[src/rtl/fwd_pkg.sv]
package fwd_pkg;
  localparam int CFG_W = 4;
  localparam int B_RD_RAM = 0;
  localparam int B_WR_RAM = 1;
  localparam int B_WPROT  = 2;
  localparam int B_CACHE  = 3;

  typedef struct packed {
    logic cache_en;
    logic wprot;
    logic wr_ram;
    logic rd_ram;
  } fw_cfg_t;

  function automatic fw_cfg_t unpack_cfg(input logic [CFG_W-1:0] v);
    fw_cfg_t c;
    c.rd_ram   = v[B_RD_RAM];
    c.wr_ram   = v[B_WR_RAM];
    c.wprot    = v[B_WPROT];
    c.cache_en = v[B_CACHE];
    return c;
  endfunction
endpackage

[src/rtl/fwd_cfg_reg.sv]
module fwd_cfg_reg
  import fwd_pkg::*;
(
  input  logic             clk,
  input  logic             rst_n,
  input  logic             we,
  input  logic [CFG_W-1:0] wdata,
  output fw_cfg_t          cfg
);
  always_ff @(posedge clk or negedge rst_n) begin
    if (!rst_n) cfg <= '0;
    else if (we) cfg <= unpack_cfg(wdata);
  end

  p_cfg_hold_r10: assert property (@(posedge clk) disable iff (!rst_n)
    !we |=> $stable(cfg));
endmodule

[src/rtl/fwd_window_match.sv]
module fwd_window_match #(
  parameter int          ADDR_W = 32,
  parameter int          WIN_AW = 16,
  parameter logic [31:0] BASE   = 32'h000F0000
) (
  input  logic [ADDR_W-1:0] addr,
  output logic              hit
);
  localparam int TAG_W = ADDR_W - WIN_AW;

  function automatic logic tag_eq(input logic [ADDR_W-1:0] a);
    logic [ADDR_W-1:0] b;
    b = ADDR_W'(BASE);
    return a[ADDR_W-1:WIN_AW] == b[ADDR_W-1:WIN_AW];
  endfunction

  if (TAG_W > 0) begin : g_tag
    assign hit = tag_eq(addr);
  end else begin : g_all
    assign hit = 1'b1;
  end
endmodule

[src/rtl/fwd_route.sv]
module fwd_route
  import fwd_pkg::*;
#(
  parameter int ADDR_W = 32,
  parameter int ROM_AW = 16
) (
  input  logic              clk,
  input  logic              rst_n,
  input  fw_cfg_t           cfg,
  input  logic              valid,
  input  logic              write,
  input  logic [ADDR_W-1:0] addr,
  input  logic              hit_hi,
  input  logic              hit_lo,
  output logic              rom_cs,
  output logic              ram_cs,
  output logic [ROM_AW-1:0] rom_addr,
  output logic              cacheable,
  output logic              wr_violation
);
  logic lo_to_ram, blocked_wr, in_fw, viol_q;

  function automatic logic [ROM_AW-1:0] rom_off(input logic [ADDR_W-1:0] a);
    return a[ROM_AW-1:0];
  endfunction

  always_comb begin
    in_fw      = hit_hi | hit_lo;
    lo_to_ram  = write ? cfg.wr_ram : cfg.rd_ram;
    blocked_wr = valid & write & hit_lo & cfg.wprot;
    rom_cs     = valid & (hit_hi | (hit_lo & !blocked_wr & !lo_to_ram));
    ram_cs     = valid & ((!in_fw) | (hit_lo & !blocked_wr & lo_to_ram));
    rom_addr   = rom_off(addr);
    cacheable  = in_fw ? cfg.cache_en : 1'b1;
  end

  always_ff @(posedge clk or negedge rst_n) begin
    if (!rst_n) viol_q <= 1'b0;
    else        viol_q <= blocked_wr;
  end
  assign wr_violation = viol_q;

  p_sel_excl_r11: assert property (@(posedge clk) disable iff (!rst_n)
    $onehot0({rom_cs, ram_cs}));
  p_hi_rom_r9: assert property (@(posedge clk) disable iff (!rst_n)
    (valid && hit_hi) |-> (rom_cs && !ram_cs));
  p_out_ram_r8: assert property (@(posedge clk) disable iff (!rst_n)
    (valid && !hit_hi && !hit_lo) |-> (ram_cs && !rom_cs));
  p_prot_nosel_r6: assert property (@(posedge clk) disable iff (!rst_n)
    (valid && write && hit_lo && cfg.wprot) |-> (!rom_cs && !ram_cs));
  p_prot_pulse_r6: assert property (@(posedge clk) disable iff (!rst_n)
    (valid && write && hit_lo && cfg.wprot) |=> wr_violation);
  p_shadow_rd_r5: assert property (@(posedge clk) disable iff (!rst_n)
    (valid && !write && hit_lo && cfg.rd_ram) |-> (ram_cs && !rom_cs));
  p_idle_r10: assert property (@(posedge clk) disable iff (!rst_n)
    !valid |-> (!rom_cs && !ram_cs));
endmodule

[src/rtl/fw_shadow_decoder.sv]
module fw_shadow_decoder
  import fwd_pkg::*;
#(
  parameter int          ADDR_W  = 32,
  parameter int          ROM_AW  = 16,
  parameter logic [31:0] LO_BASE = 32'h000F0000
) (
  input  logic              clk,
  input  logic              rst_n,
  input  logic              cfg_we,
  input  logic [CFG_W-1:0]  cfg_wdata,
  input  logic              acc_valid,
  input  logic              acc_write,
  input  logic [ADDR_W-1:0] acc_addr,
  output logic              rom_cs,
  output logic              ram_cs,
  output logic [ROM_AW-1:0] rom_addr,
  output logic              cacheable,
  output logic              wr_violation
);
  localparam logic [31:0] HI_BASE = 32'(~((64'd1 << ROM_AW) - 64'd1));
  localparam int          N_WIN   = 2;
  localparam logic [31:0] BASES [N_WIN] = '{HI_BASE, LO_BASE};

  fw_cfg_t           cfg;
  logic [N_WIN-1:0]  hits;

  fwd_cfg_reg u_cfg (
    .clk(clk), .rst_n(rst_n), .we(cfg_we), .wdata(cfg_wdata), .cfg(cfg)
  );

  for (genvar w = 0; w < N_WIN; w++) begin : g_win
    fwd_window_match #(.ADDR_W(ADDR_W), .WIN_AW(ROM_AW), .BASE(BASES[w])) u_m (
      .addr(acc_addr), .hit(hits[w])
    );
  end

  fwd_route #(.ADDR_W(ADDR_W), .ROM_AW(ROM_AW)) u_route (
    .clk(clk), .rst_n(rst_n), .cfg(cfg),
    .valid(acc_valid), .write(acc_write), .addr(acc_addr),
    .hit_hi(hits[0]), .hit_lo(hits[1]),
    .rom_cs(rom_cs), .ram_cs(ram_cs), .rom_addr(rom_addr),
    .cacheable(cacheable), .wr_violation(wr_violation)
  );

  p_win_disjoint_r2: assert property (@(posedge clk) disable iff (!rst_n)
    $onehot0(hits));
endmodule

[config.mk]
export PLATFORM = sky130hd
export DESIGN_NAME = fw_shadow_decoder
export DESIGN_NICKNAME = d
export VERILOG_FILES = /design/src/rtl/fwd_pkg.sv /design/src/rtl/fwd_cfg_reg.sv /design/src/rtl/fwd_window_match.sv /design/src/rtl/fwd_route.sv /design/src/rtl/fw_shadow_decoder.sv
export SDC_FILE = /design/constraint.sdc
export NUM_CORES = 1
export LEC_CHECK = 0
export ABC_AREA = 1
export BUFFER_PORTS_ARGS = -buffer_cell sky130_fd_sc_hd__buf_4
export CAP_MARGIN = 20
export CORE_MARGIN = 4
export CORE_UTILIZATION = 28
export CTS_BUF_LIST = sky130_fd_sc_hd__clkbuf_4
export DETAILED_ROUTE_END_ITERATION = 12
export PLACE_DENSITY_LB_ADDON = 0.1
export RECOVER_POWER = 50
export SLEW_MARGIN = 20
export SYNTH_ARGS = -nofsm -noshare
export SYNTH_HDL_FRONTEND = slang
export SYNTH_SLANG_ARGS = --single-unit
[constraint.sdc]
create_clock -name clk -period 0.8 [get_ports clk]
set_input_delay 0.08 -clock clk [delete_from_list [all_inputs] [get_ports clk]]
set_output_delay 0.08 -clock clk [all_outputs]
set_load 0.005 [all_outputs]
==> run_results.csv <==
group,metric,value,unit
clocking,h-tree-depth,1,
power_and_ir_drop,clkPwrFrac,40.4,%
logic_synthesis,synth_warnings,0,
timing,rsz0062_at_grt,"yes",
place,placed_cells,90,
timing,fin_setup_tns,-0.920,ns
grt,antenna_found_initial,0,
finish,drive_gt1_share,56.8,%
power_and_ir_drop,net-switching-power,0.000174,W
status,status,"complete, but fails checks",
power_and_ir_drop,power_frac_seq,35.7,%
grt,grt_pass1_wl,1650,um
routing,antenna_left,0,
finish,final_nets,123,
power_and_ir_drop,ir_drop,0.000790,V
logic_synthesis,postSynthCellCount,60,
finish,antennaDiodeCount,0,
logic_synthesis,ys_ff_latch,5,
power_and_ir_drop,combPwrFrac,23.9,%
place,dpl.hpwl,881,um
worst_hold_path,hold_path_class,"in2reg",
routing,topRoutingLayerUsed,"met3",
setup_path,cp-end-kind,"output port",
logic_synthesis,synth_area,439,um^2
setup_path,cp.required,0.72,ns
die,core_area,1490,um^2
routing,routed-wl-met3,113,um
timing,slew_headroom,88.2,%
routing,met1Wirelength,385,um
die,initial_core_util,29.5,%
routing,routed_wl,1040,um
setup_path,critPathMaxFanout,2,
timing,finClkSkew,0.00167,ns
clocking,cts.clk_slew.worst_paths,0.04,ns
place,pre_cts_ws,-0.175,ns
routing,dr.pass1.iters,2,
clocking,root_buffer,"clkbuf_4",
routing,dr.first_iter.drc_count,4,
grt,grt_overflow,0,
clocking,cts_buffers,3,
routing,via_count,424,
timing,timing.fmax,0.849,GHz
die,die_area,2270,um^2
timing,post-route-period-util,147,%
clocking,cts.sinks,5,
status,violations,"setup timing",
clocking,clk_latency,0.24,ns
timing,hold_violations,0,
logic_synthesis,avgSynthCellArea,7.32,um^2
routing,drc,0,
power_and_ir_drop,p_leak,0.315,nW
logic_synthesis,seq_area_frac_synth,28.5,%
finish,fin_cells,97,
die,die_h,47.6,um
power_and_ir_drop,switching_share,22.0,%
grt,track_usage,10.4,%
timing,tightest_slew,0.176,ns
clocking,cts_buffer_depth,2,
clocking,cts_tree,"done",
power_and_ir_drop,powerDensity,1180,nW/um^2
logic_synthesis,synth_fp_nets,101,
setup_path,critPathLaunchType,"flop",
die,pin_count,61,
setup_path,worstPathArrival,1.10,ns
setup_path,critPathKind,"reg2out",
timing,setup_viol,4,
die,num_rows,14,
logic_synthesis,yosysUniqueCellTypes,13,
routing,post_drt_wl_per_cell,10.7,um
grt,grt_pass1_vias,431,
power_and_ir_drop,p_int,0.000616,W
finish,design_area,668,um^2
timing,setup_slack,-0.378,ns
place,portBuffers,28,
finish,fin_util,44.9,%
job,cap_violations,0,
timing,drv_slew,0,
place,gp_congestion,0.683,
grt,grt_max_degree,7,
routing,wl_met2,537,um
routing,avgViaCountPerCell,4.37,
timing,finalCriticalPeriod,1.18,ns
finish,areaGrowthSynthToFinish,52.1,%
place,dpl-instance-area,568,um^2
die,die_x,47.6,um
## final cells by class
cell class                      instances  area (um^2)
Clock buffer                            4         30.0
Fill cell                             160          821
Inverter                                4         15.0
Multi-Input combinational cell         35          201
Sequential cell                         5          125
Tap cell                               16         20.0
Timing Repair Buffer                   33          277
## synthesized netlist by cell type (all sizes together)
cell    n  area, um^2
nand3   1        5.00
mux2    2        22.5
inv     4        15.0
nor2   11        51.3
buf    16         120
nand4   6        37.5
a21oi   2        10.0
dfrtp   5         125
o21ai   3        15.0
nand2  10        37.5
## cells by family (layout without fill, tap and decap cells)
group / count (synthesis) / after routing / synth area share (%)
AND/OR/NAND/NOR: 28 / 28 / 29.9
AO/OA/AOI/OAI: 5 / 5 / 5.70
buffers and inverters: 20 / 41 / 30.8
multiplexers: 2 / 2 / 5.13
flip-flops: 5 / 5 / 28.5
## placed cells by master, fill, tap and decap left out
master,netlist,final
nand3_2,0,1
inv_1,4,3
inv_2,0,1
mux2_2,2,2
a21oi_2,0,1
nor2_4,1,2
clkbuf_4,0,4
nor2_2,1,2
nor2_1,9,7
o21ai_2,0,1
o21ai_0,2,2
dlygate4sd3_1,0,1
nand4_1,6,6
a21oi_1,2,1
dfrtp_1,5,5
buf_6,0,7
buf_4,16,25
nand2_1,10,10
## sequential cells by signal (all words and copies together) (netlist names)
name and flops:
u_cfg.cfg 4, u_route.wr_violation 1
## power by group through the flow
stage                     clock, W  combinational, W  sequential (W)
after floorplan                  0          0.000112        0.000282
after CTS                 0.000336          0.000187        0.000281
after global placement           0          0.000165        0.000283
after detailed placement         0          0.000168        0.000283
after global routing      0.000366          0.000206        0.000283
final                     0.000319          0.000189        0.000282
## final timing paths
| check | start | to | slack (ns) | depth (start not counted) |
|---|---|---|---|---|
| worst max-delay path | u_cfg.cfg[1] | rom_cs | -0.38 | 6 |
| worst min-delay path | cfg_wdata[3] | u_cfg.cfg[3] | 0.05 | 3 |
| worst max register to register | u_cfg.cfg[2] | u_cfg.cfg[2] | 0.04 | 1 |
| worst min register to register | u_cfg.cfg[1] | u_cfg.cfg[1] | 0.50 | 1 |
| max in group asynchronous | rst_n | u_cfg.cfg[1] | 0.51 | 2 |
| min in group asynchronous | rst_n | u_route.wr_violation | 0.18 | 2 |
## worst max-delay path: stages, from the launching register on
cell and delay [ns]:
dfrtp_1 0.36, nand2_1 0.07, o21ai_2 0.06, inv_1 0.05
nand4_1 0.08, a21oi_2 0.12, buf_4 0.11
## what timing repair did
item	4_1_cts	5_1_grt
gates resized for setup	10	3
setup endpoints to repair	4	5
setup buffers	2	0
hold buffers	1	0
hold endpoints to repair	5	0
pin swaps	12	2
## routing by layer
metal,vias up,track usage [%]
met5,-,0
met4,0,3.76
met3,0,6.39
met2,14,17.1
met1,188,10.8
li1,222,-
## per-stage QoR
stage / hold slack [ns] / total power [W]
2_1_floorplan: -0.216 / 0.000394
3_3_place_gp: -0.114 / 0.000449
3_5_place_dp: -0.114 / 0.000451
4_1_cts: 0.0516 / 0.000803
5_1_grt: 0.0424 / 0.000856
6_report: 0.0549 / 0.000790
No activity file was read; power rests on OpenSTA's default activity.
